File: config.mk
export PLATFORM = sky130hd
export DESIGN_NAME = tmr_irq_ctrl
export DESIGN_NICKNAME = d
export VERILOG_FILES = /design/src/rtl/tmr_irq_pkg.sv /design/src/rtl/tmr_irq_ctl.sv /design/src/rtl/tmr_irq_dp.sv /design/src/rtl/tmr_irq_ctrl.sv
export SDC_FILE = /design/constraint.sdc
export NUM_CORES = 1
export LEC_CHECK = 0
export ABC_AREA = 1
export BUFFER_PORTS_ARGS = -buffer_cell sky130_fd_sc_hd__buf_2
export CAP_MARGIN = 0
export CORE_AREA = 5 5 75 77
export CTS_CLUSTER_SIZE = 25
export DETAILED_ROUTE_END_ITERATION = 10
export DIE_AREA = 0 0 80 82
export HOLD_SLACK_MARGIN = 0.05
export PLACE_DENSITY = 0.66
export REMOVE_ABC_BUFFERS = 1
export SYNTH_ARGS = -nofsm -noshare
export SYNTH_HDL_FRONTEND = slang
export SYNTH_HIERARCHICAL = 1
export SYNTH_SLANG_ARGS = --single-unit
File: constraint.sdc
create_clock -name clk -period 0.9 [get_ports clk]
set_input_delay 0.045 -clock clk [delete_from_list [all_inputs] [get_ports clk]]
set_output_delay 0.045 -clock clk [all_outputs]
set_load 0.005 [all_outputs]
File: src/rtl/tmr_irq_pkg.sv
package tmr_irq_pkg;
  localparam int BYTE_W  = 8;
  localparam int WORD_W  = 2 * BYTE_W;
  localparam int LVL_W   = 3;
  localparam int NUM_EVT = 11;
  localparam logic [WORD_W-1:0] FLAG_VALID = 16'hFFB0;

  typedef enum logic [1:0] {
    ADDR_FLAG = 2'd0,
    ADDR_MASK = 2'd1,
    ADDR_LVL  = 2'd2
  } regAddr_e;

  typedef struct packed {
    logic [1:0] rdEn;
    logic [1:0] rdSel;
    logic [1:0] rdFlag;
    logic [1:0] wrFlag;
    logic [1:0] wrMask;
    logic       wrLvl;
  } busCtl_t;

  function automatic int evtPos(input int i);
    if (i < BYTE_W) return i + BYTE_W;
    case (i)
      8:       return 7;
      9:       return 5;
      default: return 4;
    endcase
  endfunction
endpackage

File: src/rtl/tmr_irq_ctl.sv
module tmr_irq_ctl
  import tmr_irq_pkg::*;
(
  input  logic       busSel,
  input  logic       busWr,
  input  logic [1:0] busAddr,
  input  logic [1:0] byteEn,
  output busCtl_t    ctl
);
  logic rdOp, wrOp;

  always_comb begin
    rdOp       = busSel & ~busWr;
    wrOp       = busSel & busWr;
    ctl        = '0;
    ctl.rdSel  = busAddr;
    ctl.rdEn   = rdOp ? byteEn : 2'b00;
    ctl.rdFlag = (rdOp && busAddr == ADDR_FLAG) ? byteEn : 2'b00;
    ctl.wrFlag = (wrOp && busAddr == ADDR_FLAG) ? byteEn : 2'b00;
    ctl.wrMask = (wrOp && busAddr == ADDR_MASK) ? byteEn : 2'b00;
    ctl.wrLvl  = wrOp && busAddr == ADDR_LVL && byteEn[0];
  end
endmodule

File: src/rtl/tmr_irq_dp.sv
module tmr_irq_dp
  import tmr_irq_pkg::*;
(
  input  logic               clk,
  input  logic               rstN,
  input  busCtl_t            ctl,
  input  logic [NUM_EVT-1:0] evtIn,
  input  logic [WORD_W-1:0]  wrData,
  output logic [WORD_W-1:0]  rdData,
  output logic [WORD_W-1:0]  flagVec,
  output logic [WORD_W-1:0]  maskVec,
  output logic [LVL_W-1:0]   lvlQ,
  output logic [LVL_W-1:0]   irqLevel
);
  logic [WORD_W-1:0] evtMap, armQ, flagQ, maskQ;
  logic [WORD_W-1:0] rdLaneF, wrLaneF, wrLaneM, rdLane;

  always_comb begin
    evtMap = '0;
    for (int i = 0; i < NUM_EVT; i++) evtMap[evtPos(i)] = evtMap[evtPos(i)] | evtIn[i];
  end

  assign rdLaneF = {{BYTE_W{ctl.rdFlag[1]}}, {BYTE_W{ctl.rdFlag[0]}}};
  assign wrLaneF = {{BYTE_W{ctl.wrFlag[1]}}, {BYTE_W{ctl.wrFlag[0]}}};
  assign wrLaneM = {{BYTE_W{ctl.wrMask[1]}}, {BYTE_W{ctl.wrMask[0]}}};
  assign rdLane  = {{BYTE_W{ctl.rdEn[1]}},   {BYTE_W{ctl.rdEn[0]}}};

  for (genvar g = 0; g < WORD_W; g++) begin : gBit
    if (FLAG_VALID[g]) begin : gLive
      logic clrHit;
      assign clrHit = wrLaneF[g] & ~wrData[g] & armQ[g];
      always_ff @(posedge clk) begin
        if (!rstN) begin
          flagQ[g] <= 1'b0;
          armQ[g]  <= 1'b0;
          maskQ[g] <= 1'b0;
        end else begin
          flagQ[g] <= evtMap[g] | (flagQ[g] & ~clrHit);
          if (evtMap[g] || clrHit) armQ[g] <= 1'b0;
          else if (rdLaneF[g] && flagQ[g]) armQ[g] <= 1'b1;
          if (wrLaneM[g]) maskQ[g] <= wrData[g];
        end
      end
    end else begin : gTie
      assign flagQ[g] = 1'b0;
      assign armQ[g]  = 1'b0;
      assign maskQ[g] = 1'b0;
    end
  end

  always_ff @(posedge clk) begin
    if (!rstN) begin
      lvlQ     <= '0;
      irqLevel <= '0;
    end else begin
      if (ctl.wrLvl) lvlQ <= wrData[LVL_W-1:0];
      irqLevel <= (|(flagQ & maskQ)) ? lvlQ : '0;
    end
  end

  always_comb begin
    case (ctl.rdSel)
      ADDR_FLAG: rdData = flagQ & rdLane;
      ADDR_MASK: rdData = maskQ & rdLane;
      ADDR_LVL:  rdData = {{(WORD_W-LVL_W){1'b0}}, lvlQ} & rdLane;
      default:   rdData = '0;
    endcase
  end

  assign flagVec = flagQ;
  assign maskVec = maskQ;
endmodule

File: src/rtl/tmr_irq_ctrl.sv
module tmr_irq_ctrl
  import tmr_irq_pkg::*;
(
  input  logic         clk,
  input  logic         rstN,
  input  logic [10:0]  evtIn,
  input  logic         busSel,
  input  logic         busWr,
  input  logic [1:0]   busAddr,
  input  logic [1:0]   byteEn,
  input  logic [15:0]  wrData,
  output logic [15:0]  rdData,
  output logic [2:0]   irqLevel
);
  busCtl_t            ctl;
  logic [WORD_W-1:0]  flagVec, maskVec;
  logic [LVL_W-1:0]   lvlQ;

  tmr_irq_ctl u_ctl (
    .busSel(busSel), .busWr(busWr), .busAddr(busAddr), .byteEn(byteEn), .ctl(ctl)
  );

  tmr_irq_dp u_dp (
    .clk(clk), .rstN(rstN), .ctl(ctl), .evtIn(evtIn), .wrData(wrData),
    .rdData(rdData), .flagVec(flagVec), .maskVec(maskVec), .lvlQ(lvlQ),
    .irqLevel(irqLevel)
  );
endmodule

==> impl_metrics.env <==
export IMPL_finalClockSkew_ps=2.76
export IMPL_hold_violations=0
export IMPL_powerDensity_nw_per_um2=1260
export IMPL_root_buffer="clkbuf_8"
export IMPL_yosysWarnings=6
export IMPL_drive_above_1_share_pct=43.2
export IMPL_top_usage_layer="met2"
export IMPL_min_from="wrData[0]"
export IMPL_die_w_um=80
export IMPL_hold_class="input port to flop"
export IMPL_rows=26
export IMPL_setup_viol=17
export IMPL_tns_ps=-1920
export IMPL_grt_overflow_total=0
export IMPL_met2_usage_pct=28.7
export IMPL_fin_area_um2=2980
export IMPL_synth_avg_cell_area_um2=6.81
export IMPL_drt_wl_total_um=5360
export IMPL_regArea_um2=811
export IMPL_grt_first_pass_wirelength_um=8360
export IMPL_vias=2058
export IMPL_clk_insertion_delay_late_ps=290
export IMPL_clock_path_buffers=2
export IMPL_routabilityCongestion=0.837
export IMPL_track_usage_pct=16.3
export IMPL_pre_cts_slack_ps=-166
export IMPL_ios=54
export IMPL_fin_ws_ps=-206
export IMPL_use_met1_pct=19.7
export IMPL_area_growth_pct=65.0
export IMPL_cap_violations=0
export IMPL_rr_worst_depth=7
export IMPL_fin_crit_sh_pct=123
export IMPL_viasPerCell=4.57
export IMPL_crit_type="flop to primary output"
export IMPL_grt_max_degree=27
export IMPL_drt_iter0_drc=74
export IMPL_detailed_place_area_um2=2320
export IMPL_critPathMaxFanout=3
export IMPL_whs_ps=63.6
export IMPL_antenna_left=0
export IMPL_rsz0062_at_grt="true"
export IMPL_clk_pin_slew_ps=70
export IMPL_cp_arrival_ps=1060
export IMPL_instances_no_fill=450
export IMPL_rrSetupSlack_ps=-70
export IMPL_wire_per_inst_um=11.9
export IMPL_layout_nets=414
export IMPL_multi_input_area_um2=958
export IMPL_fp_dieH_um=82
export IMPL_irDropWorstVdd_mv=0.571
export IMPL_initial_core_util_pct=36.5
export IMPL_cp_required_ps=850
export IMPL_holdPathStages=3
export IMPL_grt_antenna_before_repair=0
export IMPL_grt_pass1_vias=1902
export IMPL_clock_sinks=39
export IMPL_netlist_instances=265
export IMPL_max_freq_ghz=0.904
export IMPL_drc_errors=0
export IMPL_io_buffers=49
export IMPL_worstReg2RegStart="u_dp/maskVec[12]$_SDFFE_PN0P_"
export IMPL_grtUsageMet3_pct=4.71
export IMPL_min_period_ps=1110
export IMPL_status="finished with violations"
export IMPL_drt_first_pass_iters=4
export IMPL_cp_end_kind="primary output"
export IMPL_violations="negative setup slack"
export IMPL_antenna_cells=0
export IMPL_hold_path_end="u_dp/lvlQ[0]$_SDFFE_PN0P_"
export IMPL_htreeDepth=2
export IMPL_fillers=480
export IMPL_maxSlewViolCount=0
export IMPL_hpwl_um=3610
export IMPL_r2r_end="u_dp/irqLevel[1]$_SDFF_PN0_"
export IMPL_cp_start_kind="flop"
export IMPL_leakage_nw=1.43
export IMPL_dp_cells=404
export IMPL_netlist_area_um2=1800
export IMPL_coreArea_um2=4940
export IMPL_die_area_um2=6560
export IMPL_tritoncts_num_buffers=5
export IMPL_cts_tree="built"
==> where the power goes <==
| group | leakage (nW) | switching, mW | internal [mW] |
|---|---|---|---|
| clock network | 0.0515 | 0.596 | 0.699 |
| registers | 0.327 | 0.0368 | 1.79 |
| logic | 1.05 | 0.292 | 0.348 |
==> metrics by stage <==
stage / power, mW / util (%)
after floorplan: 2.03 / -
after global placement: 2.29 / 46.9
after detailed placement: 2.29 / 46.9
after CTS: 3.70 / 57.0
after global routing: 3.93 / 60.2
final: 3.76 / 60.2
==> worst max path at each step <==
stage / from / end / slack (ps) / depth (start not counted)
after floorplan: busWr / u_dp/maskVec[13]$_SDFFE_PN0P_ / -240 / 5
after global placement: busAddr[1] / rdData[12] / -170 / 6
after detailed placement: busAddr[1] / rdData[12] / -170 / 6
after CTS: u_dp/maskVec[13]$_SDFFE_PN0P_ / rdData[13] / -240 / 4
after global routing: u_dp/maskVec[8]$_SDFFE_PN0P_ / rdData[8] / -260 / 4
final: u_dp/flagVec[5]$_SDFF_PN0_ / rdData[5] / -210 / 4
==> sequential cells by signal (all words and copies together), names as in the netlist <==
register	count
u_dp/armQ	11
u_dp/flagVec	11
u_dp/irqLevel	3
u_dp/lvlQ	3
u_dp/maskVec	11
==> worst max-delay path: stages (launching register included) <==
cell     delay, ps
dfxtp_2        330
buf_6          110
a21oi_1        160
nor3_2          50
buf_2          130
==> layout by cell type, fill, tap and decap left out, types with 12 or more instances in the layout <==
| master | instances |
|---|---|
| nor2_1 | 51 |
| dfxtp_1 | 15 |
| nand3_1 | 15 |
| a21oi_1 | 28 |
| nor3_2 | 14 |
| dfxtp_2 | 24 |
| buf_4 | 27 |
| inv_1 | 27 |
| nand2_1 | 27 |
| dlygate4sd3_1 | 24 |
| buf_6 | 15 |
| o21ai_0 | 12 |
| buf_2 | 49 |
==> timing repair <==
| action | CTS | global route |
|---|---|---|
| hold buffers | 24 | 0 |
| pin swaps | 18 | 11 |
| buffers inserted | 7 | 6 |
| endpoints found under the hold margin | 35 | 0 |
| gates cloned | 0 | 1 |
| setup endpoints to repair | 17 | 19 |
| resized for setup | 46 | 32 |
==> layout make-up <==
| cell class | count | area share [%] |
|---|---|---|
| Clock buffer | 8 | 3.36 |
| Inverter | 32 | 4.16 |
| Multi-Input combinational cell | 184 | 32.2 |
| Sequential cell | 39 | 27.2 |
| Tap cell | 70 | 2.94 |
| Timing Repair Buffer | 117 | 30.1 |
==> per-layer routing <==
| layer | up-vias | wire length, µm |
|---|---|---|
| li1 | 1065 | - |
| met1 | 945 | 2390 |
| met5 | - | 0 |
| met3 | 2 | 326 |
| met4 | 0 | 20 |
| met2 | 46 | 2620 |
Note: power is estimated with default switching activity, not from simulation.
